File: src/rtl/spec_order_pkg.sv
package spec_order_pkg;

  // Per-core command bundle produced by the sequencer each cycle.
  typedef struct packed {
    logic launch;    // take a new iteration
    logic relaunch;  // re-execute current iteration
    logic retire;    // oldest thread commits
    logic kill;      // thread beyond region end
  } slot_cmd_t;

  // Forward distance around the core ring from one index to another.
  function automatic int unsigned ring_dist(input int unsigned from_idx,
                                            input int unsigned to_idx,
                                            input int unsigned n);
    return (to_idx + n - from_idx) % n;
  endfunction

endpackage

File: src/rtl/spec_order_rank.sv
module spec_order_rank
  import spec_order_pkg::*;
#(
  parameter int unsigned NCORE = 4,
  parameter int unsigned RW    = 2
) (
  input  logic [RW-1:0]            head,
  input  logic [NCORE-1:0]         busy,
  input  logic [NCORE-1:0]         viol,
  output logic [NCORE-1:0][RW-1:0] rank,
  output logic [NCORE-1:0]         restart_mask
);

  logic          found;
  logic [RW-1:0] vmin;

  always_comb begin
    for (int i = 0; i < NCORE; i++) begin
      rank[i] = RW'(ring_dist(int'(head), i, NCORE));
    end
  end

  // Scan from youngest to second-oldest; the last hit is the oldest reporter.
  always_comb begin
    found = 1'b0;
    vmin  = '0;
    for (int r = NCORE - 1; r >= 1; r--) begin
      int c;
      c = (int'(head) + r) % NCORE;
      if (busy[c] && viol[c]) begin
        found = 1'b1;
        vmin  = RW'(r);
      end
    end
  end

  always_comb begin
    for (int i = 0; i < NCORE; i++) begin
      restart_mask[i] = found && busy[i] && (rank[i] >= vmin);
    end
  end

endmodule

File: src/rtl/spec_order_slot.sv
module spec_order_slot
  import spec_order_pkg::*;
#(
  parameter int unsigned IW = 16
) (
  input  logic          clk,
  input  logic          rst_n,
  input  slot_cmd_t     cmd,
  input  logic [IW-1:0] launch_iter,
  input  logic          done,
  output logic          busy,
  output logic [IW-1:0] iter,
  output logic          done_eff
);

  logic pend_q;

  always_ff @(posedge clk) begin
    if (!rst_n) begin
      busy   <= 1'b0;
      iter   <= '0;
      pend_q <= 1'b0;
    end else if (cmd.kill) begin
      busy   <= 1'b0;
      pend_q <= 1'b0;
    end else if (cmd.launch) begin
      busy   <= 1'b1;
      iter   <= launch_iter;
      pend_q <= 1'b0;
    end else if (cmd.retire) begin
      busy   <= 1'b0;
      pend_q <= 1'b0;
    end else if (cmd.relaunch) begin
      pend_q <= 1'b0;
    end else if (busy && done) begin
      pend_q <= 1'b1;
    end
  end

  assign done_eff = busy && (done || pend_q);

endmodule

File: src/rtl/spec_order_ctrl.sv
module spec_order_ctrl
  import spec_order_pkg::*;
#(
  parameter  int unsigned NCORE = 4,
  parameter  int unsigned IW    = 16,
  localparam int unsigned RW    = (NCORE > 1) ? $clog2(NCORE) : 1
) (
  input  logic                clk,
  input  logic                rst_n,
  input  logic                region_begin_i,
  input  logic                region_end_i,
  input  logic [IW-1:0]       region_last_i,
  input  logic [NCORE-1:0]    done_i,
  input  logic [NCORE-1:0]    viol_i,
  output logic [NCORE-1:0]    start_o,
  output logic [NCORE-1:0]    restart_o,
  output logic [NCORE-1:0]    commit_o,
  output logic [NCORE-1:0]    squash_o,
  output logic [NCORE-1:0]    busy_o,
  output logic [NCORE-1:0]    oldest_o,
  output logic [NCORE*IW-1:0] iter_o,
  output logic [NCORE*RW-1:0] rank_o,
  output logic                region_active_o
);

  logic [RW-1:0]            head_q;
  logic [IW-1:0]            next_iter_q;
  logic [IW-1:0]            lim_q;
  logic                     lim_v_q;

  logic [NCORE-1:0]         busy_v;
  logic [NCORE-1:0]         done_eff;
  logic [NCORE-1:0][IW-1:0] iter_v;
  logic [NCORE-1:0][RW-1:0] rank_v;
  logic [NCORE-1:0]         restart_mask;

  logic [NCORE-1:0]         start_v;
  logic [NCORE-1:0]         restart_v;
  logic [NCORE-1:0]         commit_v;
  logic [NCORE-1:0]         squash_v;

  logic any_busy, begin_fire, end_fire, lim_v_c, can_start;
  logic [IW-1:0] lim_c;

  assign any_busy   = |busy_v;
  assign begin_fire = region_begin_i && !any_busy;
  assign end_fire   = region_end_i && any_busy && !lim_v_q;
  assign lim_c      = end_fire ? region_last_i : lim_q;
  assign lim_v_c    = end_fire || lim_v_q;
  assign can_start  = !lim_v_c || (next_iter_q <= lim_c);

  spec_order_rank #(.NCORE(NCORE), .RW(RW)) u_rank (
    .head         (head_q),
    .busy         (busy_v),
    .viol         (viol_i),
    .rank         (rank_v),
    .restart_mask (restart_mask)
  );

  for (genvar g = 0; g < NCORE; g++) begin : g_slot
    logic          is_head;
    logic [IW-1:0] launch_iter;
    slot_cmd_t     cmd;

    assign is_head      = (head_q == RW'(g));
    assign squash_v[g]  = end_fire && busy_v[g] && (iter_v[g] > region_last_i);
    assign commit_v[g]  = is_head && done_eff[g] && !squash_v[g];
    assign start_v[g]   = begin_fire || (commit_v[g] && can_start);
    assign restart_v[g] = restart_mask[g] && !squash_v[g];
    assign launch_iter  = begin_fire ? IW'(g) : next_iter_q;
    assign oldest_o[g]  = is_head && busy_v[g];

    assign cmd = '{launch:   start_v[g],
                   relaunch: restart_v[g],
                   retire:   commit_v[g],
                   kill:     squash_v[g]};

    spec_order_slot #(.IW(IW)) u_slot (
      .clk         (clk),
      .rst_n       (rst_n),
      .cmd         (cmd),
      .launch_iter (launch_iter),
      .done        (done_i[g]),
      .busy        (busy_v[g]),
      .iter        (iter_v[g]),
      .done_eff    (done_eff[g])
    );
  end

  always_ff @(posedge clk) begin
    if (!rst_n) begin
      head_q      <= '0;
      next_iter_q <= '0;
      lim_q       <= '0;
      lim_v_q     <= 1'b0;
      start_o     <= '0;
      restart_o   <= '0;
      commit_o    <= '0;
      squash_o    <= '0;
    end else begin
      start_o   <= start_v;
      restart_o <= restart_v;
      commit_o  <= commit_v;
      squash_o  <= squash_v;
      if (begin_fire) begin
        head_q      <= '0;
        next_iter_q <= IW'(NCORE);
        lim_v_q     <= 1'b0;
      end else begin
        if (|commit_v) begin
          head_q <= (head_q == RW'(NCORE - 1)) ? '0 : head_q + 1'b1;
        end
        if (|start_v) begin
          next_iter_q <= next_iter_q + 1'b1;
        end
        if (end_fire) begin
          lim_q   <= region_last_i;
          lim_v_q <= 1'b1;
        end
      end
    end
  end

  assign busy_o          = busy_v;
  assign iter_o          = iter_v;
  assign rank_o          = rank_v;
  assign region_active_o = any_busy;

endmodule

File: config.mk
export PLATFORM = sky130hd
export DESIGN_NAME = spec_order_ctrl
export DESIGN_NICKNAME = d
export VERILOG_FILES = /design/src/rtl/spec_order_pkg.sv /design/src/rtl/spec_order_rank.sv /design/src/rtl/spec_order_slot.sv /design/src/rtl/spec_order_ctrl.sv
export SDC_FILE = /design/constraint.sdc
export NUM_CORES = 1
export LEC_CHECK = 0
export ABC_CLOCK_PERIOD_IN_PS = 4050
export BUFFER_PORTS_ARGS = -buffer_cell sky130_fd_sc_hd__buf_4
export CORE_MARGIN = 3
export CORE_UTILIZATION = 45
export CTS_CLUSTER_DIAMETER = 30
export DETAILED_ROUTE_END_ITERATION = 10
export GPL_TIMING_DRIVEN = 1
export PLACE_DENSITY = 0.72
export SYNTH_ARGS = -nofsm -noshare
export SYNTH_HDL_FRONTEND = slang
export SYNTH_SLANG_ARGS = --single-unit
File: constraint.sdc
create_clock -name clk -period 4.05 [get_ports clk]
set_input_delay 0.81 -clock clk [delete_from_list [all_inputs] [get_ports clk]]
set_output_delay 0.81 -clock clk [all_outputs]
set_load 0.02 [all_outputs]
* After elaboration in Yosys (flattened, before gate mapping)
Index checks and enable logic that the tools add are counted.
** Storage, ports and cells
- Bits in read-only memories :: 0
- Latch bits :: 0
- Logic and storage cells :: 173
- RAM bits :: 0
- Output and inout port bits :: 97
- Memories kept :: 0
- Flip-flop bits (word level) :: 123
** Operators by class
- Multiply operators :: 0
- Bitwise gates (word level) :: 5
- Multiplexer cells :: 34
- Add/subtract/negate cells :: 9
- Shifts and indexed selects :: 0
- Divide/modulo/power cells :: 0
- Equal/unequal tests :: 3
- Order comparisons :: 12
- Reduce and logical (&&, ||, !) cells :: 89
** Operators by type and width (count)
- 2-to-1 mux 16 bit :: 5
- > comparator 16 bit :: 4
- logical AND 1 bit :: 50
- OR reduction 5 bit :: 4
- 2-to-1 mux 1 bit :: 17
- adder 16 x 1 -> 16 bit (second input constant) :: 1
- less-or-equal comparator 16 bit :: 1
- binary-select mux 1 bit (select 2 bit) :: 6
- OR reduction 4 bit :: 3
- logical OR 1 bit :: 10
- nonzero test 2 bit :: 5
- OR reduction 2 bit :: 5
- less-than comparator 2 x 3 -> 1 bit (second input constant) :: 3
- >= comparator 2 bit :: 4
- 2-to-1 mux 2 bit :: 4
- AND reduction 2 bit :: 4
- zero test 1 bit :: 7
- 2-to-1 mux 3 bit :: 2
- NOT 1 bit :: 5
- adder 2 x 1 -> 2 bit (second input constant) :: 2
- adder 2 bit (second input constant) :: 2
- equality test 2 bit (second input constant) :: 2
- subtractor 1 x 2 -> 2 bit (first input constant) :: 2
- subtractor 2 bit (first input constant) :: 2
- other kinds (2) :: 2

* Depth between registers and ports, before layout
- Depth after elaboration :: 12
- Mapped depth :: 16
- Mapped depth without buffers :: 12

* By module
Synthesis repeated with hierarchy kept, for this count alone.
** Unflattened totals
- Cells, all modules :: 858
- Area, all modules :: 7616.1 um2
** By module, submodules not included
- spec_order_ctrl :: cells an instance 475, sequential area each 1021.0 um2, times used 1, area each 4136.5 um2
- spec_order_slot :: cells an instance 81, sequential area each 360.3 um2, times used 4, area each 769.5 um2
- spec_order_rank :: cells an instance 59, sequential area each 0.0 um2, times used 1, area each 401.6 um2

* Worst setup path before layout
No wires, ideal clock.
- Kind :: input to register
- Start :: input port region_end_i
- End :: register g_slot[3].u_slot.iter[10]
- Path slack :: 0.013 ns
- Stages :: 15
- Required time :: 3.922 ns
- Arrival time :: 3.910 ns
- Path through :: nor3b_2 -> buf_6 -> clkbuf_1 -> mux2i_1 -> ha_1 -> nand2b_1 -> a21oi_1 -> o31ai_1 -> a21boi_1 -> o41ai_4 -> nor2b_1 -> buf_2 -> buf_4 -> mux2i_1 -> nor2_1
** On the way
- Word-level cells in the longest chain between the ends :: 9
- Elaborated cells on any way between the ends :: 15
- Classes of those cells :: order compare: 1; mux: 1; bitwise: 1; reduce/logical: 12
** RTL lines
- start, declared :: RTL line spec_order_ctrl.sv:11 : input logic region_end_i,
- logical AND 1 bit (*) (2 in series) :: RTL line spec_order_ctrl.sv:47 : assign end_fire = region_end_i && any_busy && !lim_v_q;
- branches (longest 6 deep; another with less-or-equal comparator 16 bit)
- AND reduction 2 bit (no source line) (*)
- end signal, assigned :: RTL line spec_order_slot.sv:28 : iter <= launch_iter;
- end, declared :: RTL line spec_order_slot.sv:12 : output logic [IW-1:0] iter,
Every way passes the cells marked *.
A chain may end at the register's enable or synchronous reset.

* Final worst setup path
- Start :: register g_slot[0].u_slot.busy
- End :: register g_slot[3].u_slot.iter[1]
** On the way
- Word-level cells in the longest chain between the ends :: 10
- Elaborated cells on any way between the ends :: 19
- Classes of those cells :: order compare: 1; mux: 2; bitwise: 1; reduce/logical: 15
** RTL lines
- start, declared :: RTL line spec_order_slot.sv:11 : output logic busy,
- start signal, assigned :: RTL line spec_order_slot.sv:20 : busy <= 1'b0;
- start signal, assigned :: RTL line spec_order_slot.sv:24 : busy <= 1'b0;
- start signal, assigned :: RTL line spec_order_slot.sv:27 : busy <= 1'b1;
- OR reduction 4 bit (*) :: RTL line spec_order_ctrl.sv:45 : assign any_busy = |busy_v;
- branches (longest 9 deep; another with less-or-equal comparator 16 bit)
Marked as above.

==> results_dict.tcl <==
set metrics [dict create \
    status "complete, no violations" \
    finalSetupTns_ns 0 \
    total_leakage_power_uw 0.00387 \
    drt_wl_total_um 20400 \
    r2r_start "g_slot[0].u_slot.busy" \
    path_max_fanout 25 \
    wire_per_inst_um 18.7 \
    floorplan.initialDensity_pct 46.2 \
    track_usage_pct 24.6 \
    first_pass_iters 5 \
    cts_tree "built" \
    dieHeight_um 128 \
    fp.dieW_um 128 \
    ir_drop_mv 0.299 \
    fin_crit_ns 3.65 \
    num_vias 6276 \
    synth-seq-cells 123 \
    place_area_um2 7930 \
    drive_above_1_share_pct 21.0 \
    final_antenna_net_count 0 \
    dr.first_iter.drc_count 438 \
    postSynthCellCount 772 \
    antenna-diode-count 0 \
    tightest_slew_ns 1.05 \
    clock_skew_ns 0.0101 \
    worstSetupStartpoint "g_slot[0].u_slot.busy" \
    insertion_delay_ns 0.42 \
    critPathArrivalTime_ns 3.90 \
    hp-class "reg -> reg" \
    ioPinCount 125 \
    async_reset_ff_share_pct 0 \
    hold_violations 0 \
    timing.rr.end "g_slot[3].u_slot.iter[1]" \
    grt_pass1_wl_um 31400 \
    rsz0062_at_grt "false" \
    syn_nets 892 \
    synth_top_cell_area_share_pct 36.5 \
    reg2reg_slack_ns 0.40 \
    numCtsBuffers 17 \
    grt_max_degree 49 \
    setup_slack_ns 0.400 \
    die_area_um2 16500 \
    seq_area_frac_synth_pct 36.5 \
    cts_htree_levels 4 \
    viasPerCell 5.75 \
    drc_errors 0 \
    grt_overflow 0 \
    fin_nets 1015 \
    grt_pass1_vias 5849 \
    cts_hold_buffers 0 \
    clkTransAtPathRegs_ns 0.06 \
    ctsResizeCount 0 \
    max-cap-violations 0 \
    place_congestion 0.885 \
    fmax_mhz 274 \
    maxSlewHeadroom_pct 30.1 \
    powerDensity_nw_per_um2 433 \
    setup.worst_path.class "reg -> reg" \
    synth_cell_types 53 \
    cp-end-kind "register" \
    areaGrowthSynthToFinish_pct 28.2 \
    synth.most_common_cell "dfxtp_1" \
    dpl.hpwl_um 15100 \
    rows 44 \
    netlist_area_um2 6740 \
    synth_edf_count 0 \
    dp_slack_ns 0.0855 \
    fin_crit_sh_pct 90.1 \
    crit_required_ns 4.30 \
    io_buffers 124 \
    yosys_warnings 0 \
    drv_slew 0 \
    yosys.area.top_type "dfxtp_1" \
    synth_area_leaders "dfxtp_1 (37%), ha_1 (17%), a21oi_1 (7.2%), mux2i_1 (7.1%), nand2_1 (4.6%)" \
    startpoint_type "register" \
    whs_path_depth 2 \
    syn_area_per_cell_um2 8.73 \
    crit_end "g_slot[3].u_slot.iter[1]" \
    postCtsSetupBuffers 0 \
    stdcell_area_um2 8640 \
    reg2reg_depth 15 \
    clk_path_buf_depth 2 \
    synthFlopType "dfxtp_1" \
    core_um2 14600 \
    setup_violations 0 \
    yosys-top-cells-count "dfxtp_1 (123), a21oi_1 (97), ha_1 (92)" \
    ctsRootBufferMaster "clkbuf_16" \
    antenna_found_initial 0 \
    cts_sinks 123 \
]
## layer usage
layer | global-route usage, % | vias up | part of all wire (%)
met2 | 40.8 | 273 | 47
li1 | - | 3007 | -
met1 | 31.5 | 2961 | 42
met4 | 9.24 | 0 | 2.2
met5 | 0 | - | 0
met3 | 5.27 | 35 | 8.4
## kinds of logic (layout without fill, tap and decap cells)
| logic type | count (synthesis) | in the layout | share of synthesized area (%) |
|---|---|---|---|
| DFF | 123 | 123 | 36.5 |
| AOI/OAI and AO/OA | 171 | 171 | 15.3 |
| muxes | 50 | 50 | 7.63 |
| xor gates and xnor gates | 1 | 1 | 0.130 |
| and+or+nand+nor | 267 | 267 | 18.8 |
| adders and majority gates | 92 | 92 | 17.1 |
| buffers and inverters | 68 | 204 | 4.48 |
## per-stage QoR
step | instances | power [uW] | hold WS (ns) | util (%)
final | 1092 | 3740 | 0.482 | 59.2
after global routing | 1092 | 3880 | 0.506 | 59.2
after CTS | 1092 | 3750 | 0.482 | 59.2
after detailed placement | 1060 | 1940 | 0.472 | 54.4
after global placement | 1060 | 1930 | 0.469 | 54.4
after floorplan | 772 | 1730 | 0.461 | -
## worst max-delay path, stage by stage, from the launching register on
cell      delay (ns)
dfxtp_1         0.32
nor4_2          0.49
nor3b_4         0.09
buf_12          0.18
mux2i_1         0.20
ha_1            0.28
o21ai_1         0.12
a21oi_1         0.05
o31ai_1         0.22
a21boi_1        0.14
o41ai_4         0.45
buf_12          0.23
nor2b_2         0.20
buf_12          0.20
mux2i_1         0.19
a21oi_1         0.09
## layout make-up
cell class	count	area [um^2]
Clock buffer	20	467
Clock inverter	12	240
Fill cell	1297	5950
Inverter	30	113
Multi-Input combinational cell	581	3990
Sequential cell	123	2460
Tap cell	184	230
Timing Repair Buffer	142	1140
## flip-flops by register name, indices dropped and copies added, names as in the netlist
register	count
commit_o	4
lim_v_q	1
g_slot.u_slot.iter	64
g_slot.u_slot.pend_q	4
start_o	4
g_slot.u_slot.busy	4
lim_q	16
restart_o	4
next_iter_q	16
head_q	2
squash_o	4
## power breakdown
group	internal [uW]	total, uW	switching, uW
clock network	1260	1820	555
logic	241	625	384
registers	1260	1300	36.7
## worst min-delay path by stage
stage / endpoint / slack, ns / start
floorplan: lim_q[10] / 0.46 / lim_q[10]
global route: g_slot[1].u_slot.iter[3] / 0.51 / g_slot[1].u_slot.iter[3]
detailed placement: g_slot[1].u_slot.iter[12] / 0.47 / g_slot[1].u_slot.iter[12]
finish: g_slot[1].u_slot.iter[5] / 0.48 / g_slot[1].u_slot.iter[5]
global placement: g_slot[1].u_slot.iter[12] / 0.47 / g_slot[1].u_slot.iter[12]
CTS: g_slot[1].u_slot.iter[12] / 0.48 / g_slot[1].u_slot.iter[12]
## cell usage in the layout (no fill, tap or decap), types with 6 or more instances in the layout
master,synthesis,layout
buf_4,8,136
dfxtp_1,123,123
a21oi_1,97,97
ha_1,92,92
nand2_1,82,81
nor2_1,72,72
mux2i_1,48,48
inv_1,30,30
nand3_1,28,28
o21ai_0,25,25
nand4_1,19,19
clkbuf_16,0,17
or3_1,15,15
and2_1,11,11
and3_1,8,8
o21ai_1,7,7
bufinv_16,0,7
nor3_1,6,6
o21a_1,6,6
buf_12,0,6
No activity file was read; power rests on OpenSTA's default activity.
